$ cat config.mk
export PLATFORM = sky130hd
export DESIGN_NAME = pwm_fault_ctrl
export DESIGN_NICKNAME = d
export VERILOG_FILES = /design/src/rtl/pwm_fault_pkg.sv /design/src/rtl/fault_in_filter.sv /design/src/rtl/fault_hold_ctrl.sv /design/src/rtl/pwm_fault_ctrl.sv
export SDC_FILE = /design/constraint.sdc
export NUM_CORES = 1
export LEC_CHECK = 0
export BUFFER_PORTS_ARGS = -buffer_cell sky130_fd_sc_hd__clkbuf_2
export CAP_MARGIN = 20
export CORE_MARGIN = 8
export CORE_UTILIZATION = 50
export DETAILED_ROUTE_END_ITERATION = 8
export HOLD_SLACK_MARGIN = 0.06
export PLACE_DENSITY = 0.72
export SYNTH_ARGS = -nofsm -noshare
export SYNTH_HDL_FRONTEND = slang
export SYNTH_SLANG_ARGS = --single-unit
$ cat constraint.sdc
create_clock -name clk -period 3.5 [get_ports clk]
set_clock_uncertainty 0.15 [all_clocks]
set_input_delay 0.35 -clock clk [delete_from_list [all_inputs] [get_ports clk]]
set_output_delay 0.35 -clock clk [all_outputs]
set_load 0.01 [all_outputs]
$ cat src/rtl/pwm_fault_pkg.sv
package pwm_fault_pkg;
  localparam int unsigned SEL_W = 2;
  localparam int unsigned RUN_W = SEL_W + 1;

  typedef logic [SEL_W-1:0] filt_sel_t;

  localparam filt_sel_t SEL_BYPASS = '0;

  // release schemes selected per fault position
  typedef enum logic [1:0] {
    REL_AUTO    = 2'd0,
    REL_MAN_FAST = 2'd1,
    REL_MAN_EDGE = 2'd2,
    REL_MAN_BOTH = 2'd3
  } rel_kind_t;
endpackage

$ cat src/rtl/fault_in_filter.sv
module fault_in_filter
  import pwm_fault_pkg::*;
(
  input  logic      clk,
  input  logic      rst,
  input  logic      pin_i,
  input  filt_sel_t sel_i,
  output logic      lvl_o
);
  logic             meta_q;
  logic             sync_q;
  logic             lvl_q;
  logic [RUN_W-1:0] run_q;
  logic [RUN_W-1:0] need;

  assign need  = {1'b0, sel_i} + RUN_W'(1);
  assign lvl_o = lvl_q;

  always_ff @(posedge clk) begin
    if (rst) begin
      meta_q <= 1'b0;
      sync_q <= 1'b0;
      lvl_q  <= 1'b0;
      run_q  <= '0;
    end else begin
      meta_q <= pin_i;
      sync_q <= meta_q;
      if (sel_i == SEL_BYPASS) begin
        lvl_q <= sync_q;
        run_q <= '0;
      end else if (sync_q == lvl_q) begin
        run_q <= '0;
      end else if (run_q + RUN_W'(1) == need) begin
        lvl_q <= sync_q;
        run_q <= '0;
      end else begin
        run_q <= run_q + RUN_W'(1);
      end
    end
  end

  // with filtering on, a level change is backed by two matching samples
  a_r3_min_run: assert property (@(posedge clk) disable iff (rst)
    ((sel_i != SEL_BYPASS) && ($past(sel_i) != SEL_BYPASS) && (lvl_o != $past(lvl_o)))
      |-> (($past(sync_q) == lvl_o) && ($past(sync_q, 2) == lvl_o)));
endmodule

$ cat src/rtl/fault_hold_ctrl.sv
module fault_hold_ctrl
  import pwm_fault_pkg::*;
#(
  parameter bit ODD_SLOT = 1'b0
) (
  input  logic      clk,
  input  logic      rst,
  input  logic      lvl_i,
  input  logic      half_start_i,
  input  logic      auto_i,
  input  filt_sel_t sel_i,
  input  logic      clr_i,
  output logic      flag_o,
  output logic      hold_nxt_o
);
  logic      lvl_d_q;
  logic      flag_q;
  logic      hold_q;
  logic      rise;
  logic      release_ok;
  rel_kind_t kind;

  assign rise = lvl_i & ~lvl_d_q;

  always_comb begin
    if (auto_i)                  kind = REL_AUTO;
    else if (ODD_SLOT)           kind = REL_MAN_BOTH;
    else if (sel_i == SEL_BYPASS) kind = REL_MAN_FAST;
    else                         kind = REL_MAN_EDGE;
  end

  always_comb begin
    unique case (kind)
      REL_AUTO:     release_ok = half_start_i & ~lvl_i;
      REL_MAN_FAST: release_ok = ~flag_q & ~lvl_i;
      REL_MAN_EDGE: release_ok = ~flag_q & half_start_i;
      REL_MAN_BOTH: release_ok = ~flag_q & half_start_i & ~lvl_i;
      default:      release_ok = 1'b0;
    endcase
  end

  always_comb begin
    if (rise)            hold_nxt_o = 1'b1;
    else if (release_ok) hold_nxt_o = 1'b0;
    else                 hold_nxt_o = hold_q;
  end

  assign flag_o = flag_q;

  always_ff @(posedge clk) begin
    if (rst) begin
      lvl_d_q <= 1'b0;
      flag_q  <= 1'b0;
      hold_q  <= 1'b0;
    end else begin
      lvl_d_q <= lvl_i;
      hold_q  <= hold_nxt_o;
      if (rise)       flag_q <= 1'b1;
      else if (clr_i) flag_q <= 1'b0;
    end
  end

  // a self-recovering hold only drops at a strobe
  a_r6_auto_waits_strobe: assert property (@(posedge clk) disable iff (rst)
    (auto_i && hold_q && !half_start_i) |=> hold_q);

  // a software-acknowledged hold survives while its flag is set
  a_r9_manual_needs_clear: assert property (@(posedge clk) disable iff (rst)
    (!auto_i && flag_q && hold_q) |=> hold_q);
endmodule

$ cat src/rtl/pwm_fault_ctrl.sv
module pwm_fault_ctrl
  import pwm_fault_pkg::*;
#(
  parameter int unsigned N_FAULT = 4
) (
  input  logic                     clk,
  input  logic                     rst,
  input  logic [N_FAULT-1:0]       fault_pin_i,
  input  logic                     half_start_i,
  input  logic [N_FAULT-1:0]       auto_mode_i,
  input  logic [N_FAULT*SEL_W-1:0] filt_sel_i,
  input  logic [N_FAULT-1:0]       flag_clr_i,
  output logic [N_FAULT-1:0]       fault_flag_o,
  output logic                     pwm_en_o
);
  logic [N_FAULT-1:0] lvl;
  logic [N_FAULT-1:0] hold_nxt;
  logic [N_FAULT-1:0] fast_slot;
  logic               pwm_en_q;

  for (genvar i = 0; i < N_FAULT; i++) begin : g_fault
    filt_sel_t sel;
    assign sel = filt_sel_i[i*SEL_W +: SEL_W];
    assign fast_slot[i] = ~auto_mode_i[i] & ((i % 2) == 0) & (sel == SEL_BYPASS);

    fault_in_filter u_filt (
      .clk   (clk),
      .rst   (rst),
      .pin_i (fault_pin_i[i]),
      .sel_i (sel),
      .lvl_o (lvl[i])
    );

    fault_hold_ctrl #(.ODD_SLOT((i % 2) == 1)) u_hold (
      .clk          (clk),
      .rst          (rst),
      .lvl_i        (lvl[i]),
      .half_start_i (half_start_i),
      .auto_i       (auto_mode_i[i]),
      .sel_i        (sel),
      .clr_i        (flag_clr_i[i]),
      .flag_o       (fault_flag_o[i]),
      .hold_nxt_o   (hold_nxt[i])
    );

    // a newly latched flag always coincides with disabled outputs
    a_r10_flag_disables: assert property (@(posedge clk) disable iff (rst)
      $rose(fault_flag_o[i]) |-> !pwm_en_o);
  end

  always_ff @(posedge clk) begin
    if (rst) pwm_en_q <= 1'b1;
    else     pwm_en_q <= ~|hold_nxt;
  end

  assign pwm_en_o = pwm_en_q;

  // reset leaves outputs enabled and flags clear
  a_r1_reset_state: assert property (@(posedge clk)
    rst |=> (pwm_en_o && (fault_flag_o == '0)));

  // re-enable happens at a strobe or through a fast-release slot
  a_r5_release_point: assert property (@(posedge clk) disable iff (rst)
    $rose(pwm_en_o) |-> ($past(half_start_i) || ($past(fast_slot) != '0)));
endmodule

# [Yosys cells after proc, flatten, opt, wreduce, memory -nomap -nowiden]
# Index checks and enable logic that the tools add are counted.
# Widths: inputs -> output; s select.
[totals] output_inout_bits=5 mem_bits_ro=0 mem_bits_rw=0 latchBits=0 wordCells=157 register_bits=37 in_bits=23 memories=0
[classes] eq_ne=24 n_bitwise=32 shifts=0 div_mod_pow=0 n_lt_le_gt_ge=0 n_mux=38 n_addsub=8 n_reduce_logical=26 mul=0
[ops] op="$mux 1" n=28
[ops] op="$and 1x1->1" n=20
[ops] op="$reduce_or 4->1" n=5
[ops] op="$eq 2x2->1 const B" n=8
[ops] op="$logic_not 2->1" n=8
[ops] op="$pmux 1 s4" n=4
[ops] op="$reduce_bool 2->1" n=8
[ops] op="$add 2x1->3 const B" n=4
[ops] op="$add 3x1->3 const B" n=4
[ops] op="$eq 3x3->1" n=4
[ops] op="$mux 2" n=6
[ops] op="$not 1->1" n=12
[ops] op="$eq 2x1->1 const B" n=4
[ops] op="$ne 2x2->1 const B" n=4
[ops] op="$reduce_and 2->1" n=4
[ops] op="$eq 1x1->1" n=4
[ops] op="$logic_not 1->1" n=1

# [Depth between registers and ports, before layout]
[logic_depth] ltp_word=9 mapped_depth=6 depth_no_buf=6

# [Cells and area by module]
# A second synthesis with hierarchy kept.
[hier_totals] hier_cells=181 hier_area_um2=1761.7
[modules_own_cells] mod="fault_in_filter" cells_per_inst=31 n_inst=4 area_per_inst_um2=307.8
[modules_own_cells] mod="fault_hold_ctrl (g_fault[0].u_hold ...)" cells_per_inst=14 n_inst=2 area_per_inst_um2=130.1
[modules_own_cells] mod="fault_hold_ctrl (g_fault[1].u_hold ...)" cells_per_inst=13 n_inst=2 area_per_inst_um2=115.1
[modules_own_cells] mod="pwm_fault_ctrl" cells_per_inst=3 n_inst=1 area_per_inst_um2=40.0

# [Worst setup path before layout]
# OpenSTA, ideal clock, no wires.
[synth_path] path_type="reg-to-reg" start="reg g_fault[0].u_filt.run_q[0]" end="reg g_fault[0].u_filt.lvl_q" required_time_ps=3229 t_arrival_ps=1468 path_stages_with_launch=6 setup_ps=121 synth_period_minus_slack_ps=1739 path_slack_ps=1761 n_path_buf=0 cell_sequence="dfxtp_1 ha_1 xor3_1 nor3_1 nor2_1 mux2_2"
[synth_via] elab_chain_len=4
[synth_rtl] element="from (decl)" line_no="fault_in_filter.sv:13" source="logic [RUN_W-1:0] run_q;"
[synth_rtl] element="from (signal assigned)" line_no="fault_in_filter.sv:37" source="run_q <= run_q + RUN_W'(1);"
[synth_rtl] element="$add 3x1->3" line_no="fault_in_filter.sv:33" source="end else if (run_q + RUN_W'(1) == need) begin"
[synth_rtl] element="$eq 3x3->1" line_no="fault_in_filter.sv:33"
[synth_rtl] element="$reduce_bool 2->1 (no line)"
[synth_rtl] element="$reduce_and 2->1 (no line)"
[synth_rtl] element="to (signal assigned)" line_no="fault_in_filter.sv:29" source="lvl_q <= sync_q;"
[synth_rtl] element="to (signal assigned)" line_no="fault_in_filter.sv:34" source="lvl_q <= sync_q;"
[synth_rtl] element="to (decl)" line_no="fault_in_filter.sv:12" source="logic lvl_q;"
# Every way passes these cells.
# A chain may end at the register's enable or synchronous reset.

# [Final worst setup path]
# Ends and elaborated chain as after synthesis.

==> results.ini <==
[power]
p_leak_nw = 0.872
max-vdd-ir-drop_uv = 216
p_per_area_nw_per_um2 = 384

[timing]
min_period_ps = 1920
hold_viol = 0
fin_ws_ps = 1580
max-slew-margin-rel = 0.692
rsz0062_at_grt = no
setup_violations = 0
slew_violations = 0
max_freq_ghz = 0.520
fin_crit_sh = 0.549
setup_tns_ps = 0
worst_slew_pin_slew_ps = 462

[clock_tree]
cts_tree = done
holdBufCountCts = 0
htreeDepth = 2
insertion_delay_ps = 330
clock_path_buffers = 2
clk_pin_slew_worst_paths_ps = 100
cts_sinks = 37
cts-resized-gates = 0
postCtsSetupRepairBufs = 0
cts_inserted_buffers = 5
cts-root-buf = clkbuf_4

[global_route]
grt_pass1_wl_mm = 4.88
grt_max_degree = 24
first_global_vias = 1208
grt-ovfl-total = 0
antenna_found_initial = 0
grt_usage = 0.116

[place]
routabilityCongestion = 0.759
place_area_um2 = 1880
dp_hpwl_mm = 2.43
post-place-ws_ps = 1580
io_buffers = 27

[detailed_routing]
viasPerCell = 4.86
routedWlPerCell_um = 12.4
drc = 0
dr.pass1.iters = 4
postRouteAntennaNets = 0
drt-initial-drc-count = 54
routed-via-count = 1201
wirelength_mm = 3.06

[die]
ios = 28
chipHeight_um = 74.7
initial_core_util = 0.517
rows = 21
die_area_um2 = 5580
core_area_um2 = 3340
die_x_um = 74.7

[setup_path]
arrival_ps = 2000
startpoint_type = flip-flop
path_class = flip-flop to flip-flop
critPathCaptureType = flip-flop
cp_max_fo = 3
cp.required_ps = 3580

[logic_synthesis]
yosysWarnings = 0
synth_nets = 210
avgSynthCellArea_um2 = 9.97
yosysUniqueCellTypes = 31
netlist.area_leader.share = 0.430
synth_area_leaders = dfxtp_1, ha_1, xnor2_1, nor2b_1, nor2_1
synth_cells = 173
yosysTopAreaCell = dfxtp_1
ys_seq_area_frac = 0.430
ys_ff_latch = 37
syn-cell-area_um2 = 1720

[layout]
multi_input_area_um2 = 886
register_area_um2 = 741
areaGrowthSynthToFinish_pct = 12.2
fill_cells = 302
drive_gt1_frac = 0.184
antenna_cells = 0
nets = 238
stdcell_area_um2 = 1930

[outcome]
status = finished clean

[min_path]
hold_class = input pin to flip-flop

[run]
drv_cap = 0

## worst max-delay path, cell delays in order (launching register included)
cell     delay [ps]
dfxtp_1         390
ha_1            210
xor3_1          410
nor3_1          300
nor2_1           90
mux2_2          280
## final cells by class
class                      instances  area share
timing repair buffer              27      0.0699
inverter                          16      0.0310
tap                               46      0.0298
sequential                        37       0.383
clock buffer                       7      0.0285
multi-input combinational        114       0.458
## cell usage after synthesis
master / count
nor3_1: 2
clkbuf_1: 2
a211oi_1: 1
o21ai_0: 3
inv_1: 16
a22o_1: 2
o41ai_1: 1
ha_1: 14
mux2i_1: 2
dfxtp_1: 37
or4_4: 2
o211ai_1: 1
o31ai_1: 1
xnor2_1: 12
o22ai_1: 2
xnor3_1: 2
xor3_1: 2
xor2_1: 4
mux2_2: 2
or3_1: 1
o32ai_1: 1
nand3b_1: 3
nand2b_1: 6
and2_1: 6
and3_1: 2
nor2_1: 18
buf_4: 4
nor2b_1: 13
a21oi_1: 5
a31oi_1: 2
nand2_1: 4
## per-stage QoR
stage	hold slack, ps	cells	total power, W	utilization
2_1_floorplan	264	173	0.000500	-
3_3_place_gp	267	240	0.000523	0.563
3_5_place_dp	272	240	0.000529	0.563
4_1_cts	64.3	247	0.000754	0.580
5_1_grt	65.8	247	0.000781	0.580
6_report	77.0	247	0.000743	0.580
## cell usage in the layout (no fill, tap or decap), types with 4 or more instances in the layout
cell / Yosys / final
nor2b_1: 13 / 13
clkbuf_2: 0 / 27
ha_1: 14 / 14
inv_1: 16 / 16
nor2_1: 18 / 18
and2_1: 6 / 6
clkbuf_4: 0 / 5
xnor2_1: 12 / 12
nand2b_1: 6 / 6
dfxtp_1: 37 / 37
a21oi_1: 5 / 5
nand2_1: 4 / 4
xor2_1: 4 / 4
## report_power, final
group	internal, W	switching [W]
clock	0.0000949	0.000129
sequential	0.000432	0.00000687
combinational	0.0000401	0.0000406
total	0.000567	0.000177
## sequential cells by signal (all words and copies together) (netlist names)
name,flops
pwm_en_o,1
g_fault.u_hold.hold_q,4
g_fault.u_filt.sync_q,4
g_fault.u_filt.meta_q,4
g_fault.u_filt.run_q,12
g_fault.u_filt.lvl_o,4
g_fault.u_hold.lvl_d_q,4
g_fault.u_hold.flag_o,4
## worst paths after layout
kind / from / to / slack [ps] / cells past startpoint
setup / recovery: g_fault[0].u_filt.run_q[0] / g_fault[0].u_filt.lvl_o / 1580 / 5
hold / removal: fault_pin_i[0] / g_fault[0].u_filt.meta_q / 80 / 2
setup reg to reg: g_fault[0].u_filt.run_q[0] / g_fault[0].u_filt.lvl_o / 1580 / 5
hold reg to reg: g_fault[2].u_filt.meta_q / g_fault[2].u_filt.sync_q / 300 / 1
## kinds of logic (layout without fill, tap and decap cells)
family | after synthesis | after routing | share of synthesized area
adder cells (fa/ha/maj) | 14 | 14 | 0.102
buffers and inverters | 22 | 50 | 0.0566
XOR/XNOR | 20 | 20 | 0.135
AND/OR/NAND/NOR | 57 | 57 | 0.181
AO/OA/AOI/OAI | 19 | 19 | 0.0711
multiplexers | 4 | 4 | 0.0247
flip-flops | 37 | 37 | 0.430
## metal layers
| metal | share of wire | up-vias | wire [um] | GRT usage |
|---|---|---|---|---|
| li1 | - | 619 | - | - |
| met5 | 0 | - | 0 | 0 |
| met4 | 0.025 | 0 | 76 | 0.0630 |
| met3 | 0.056 | 7 | 173 | 0.0479 |
| met2 | 0.52 | 22 | 1600 | 0.212 |
| met1 | 0.39 | 553 | 1210 | 0.108 |
Power figures use the tool's default switching activity.
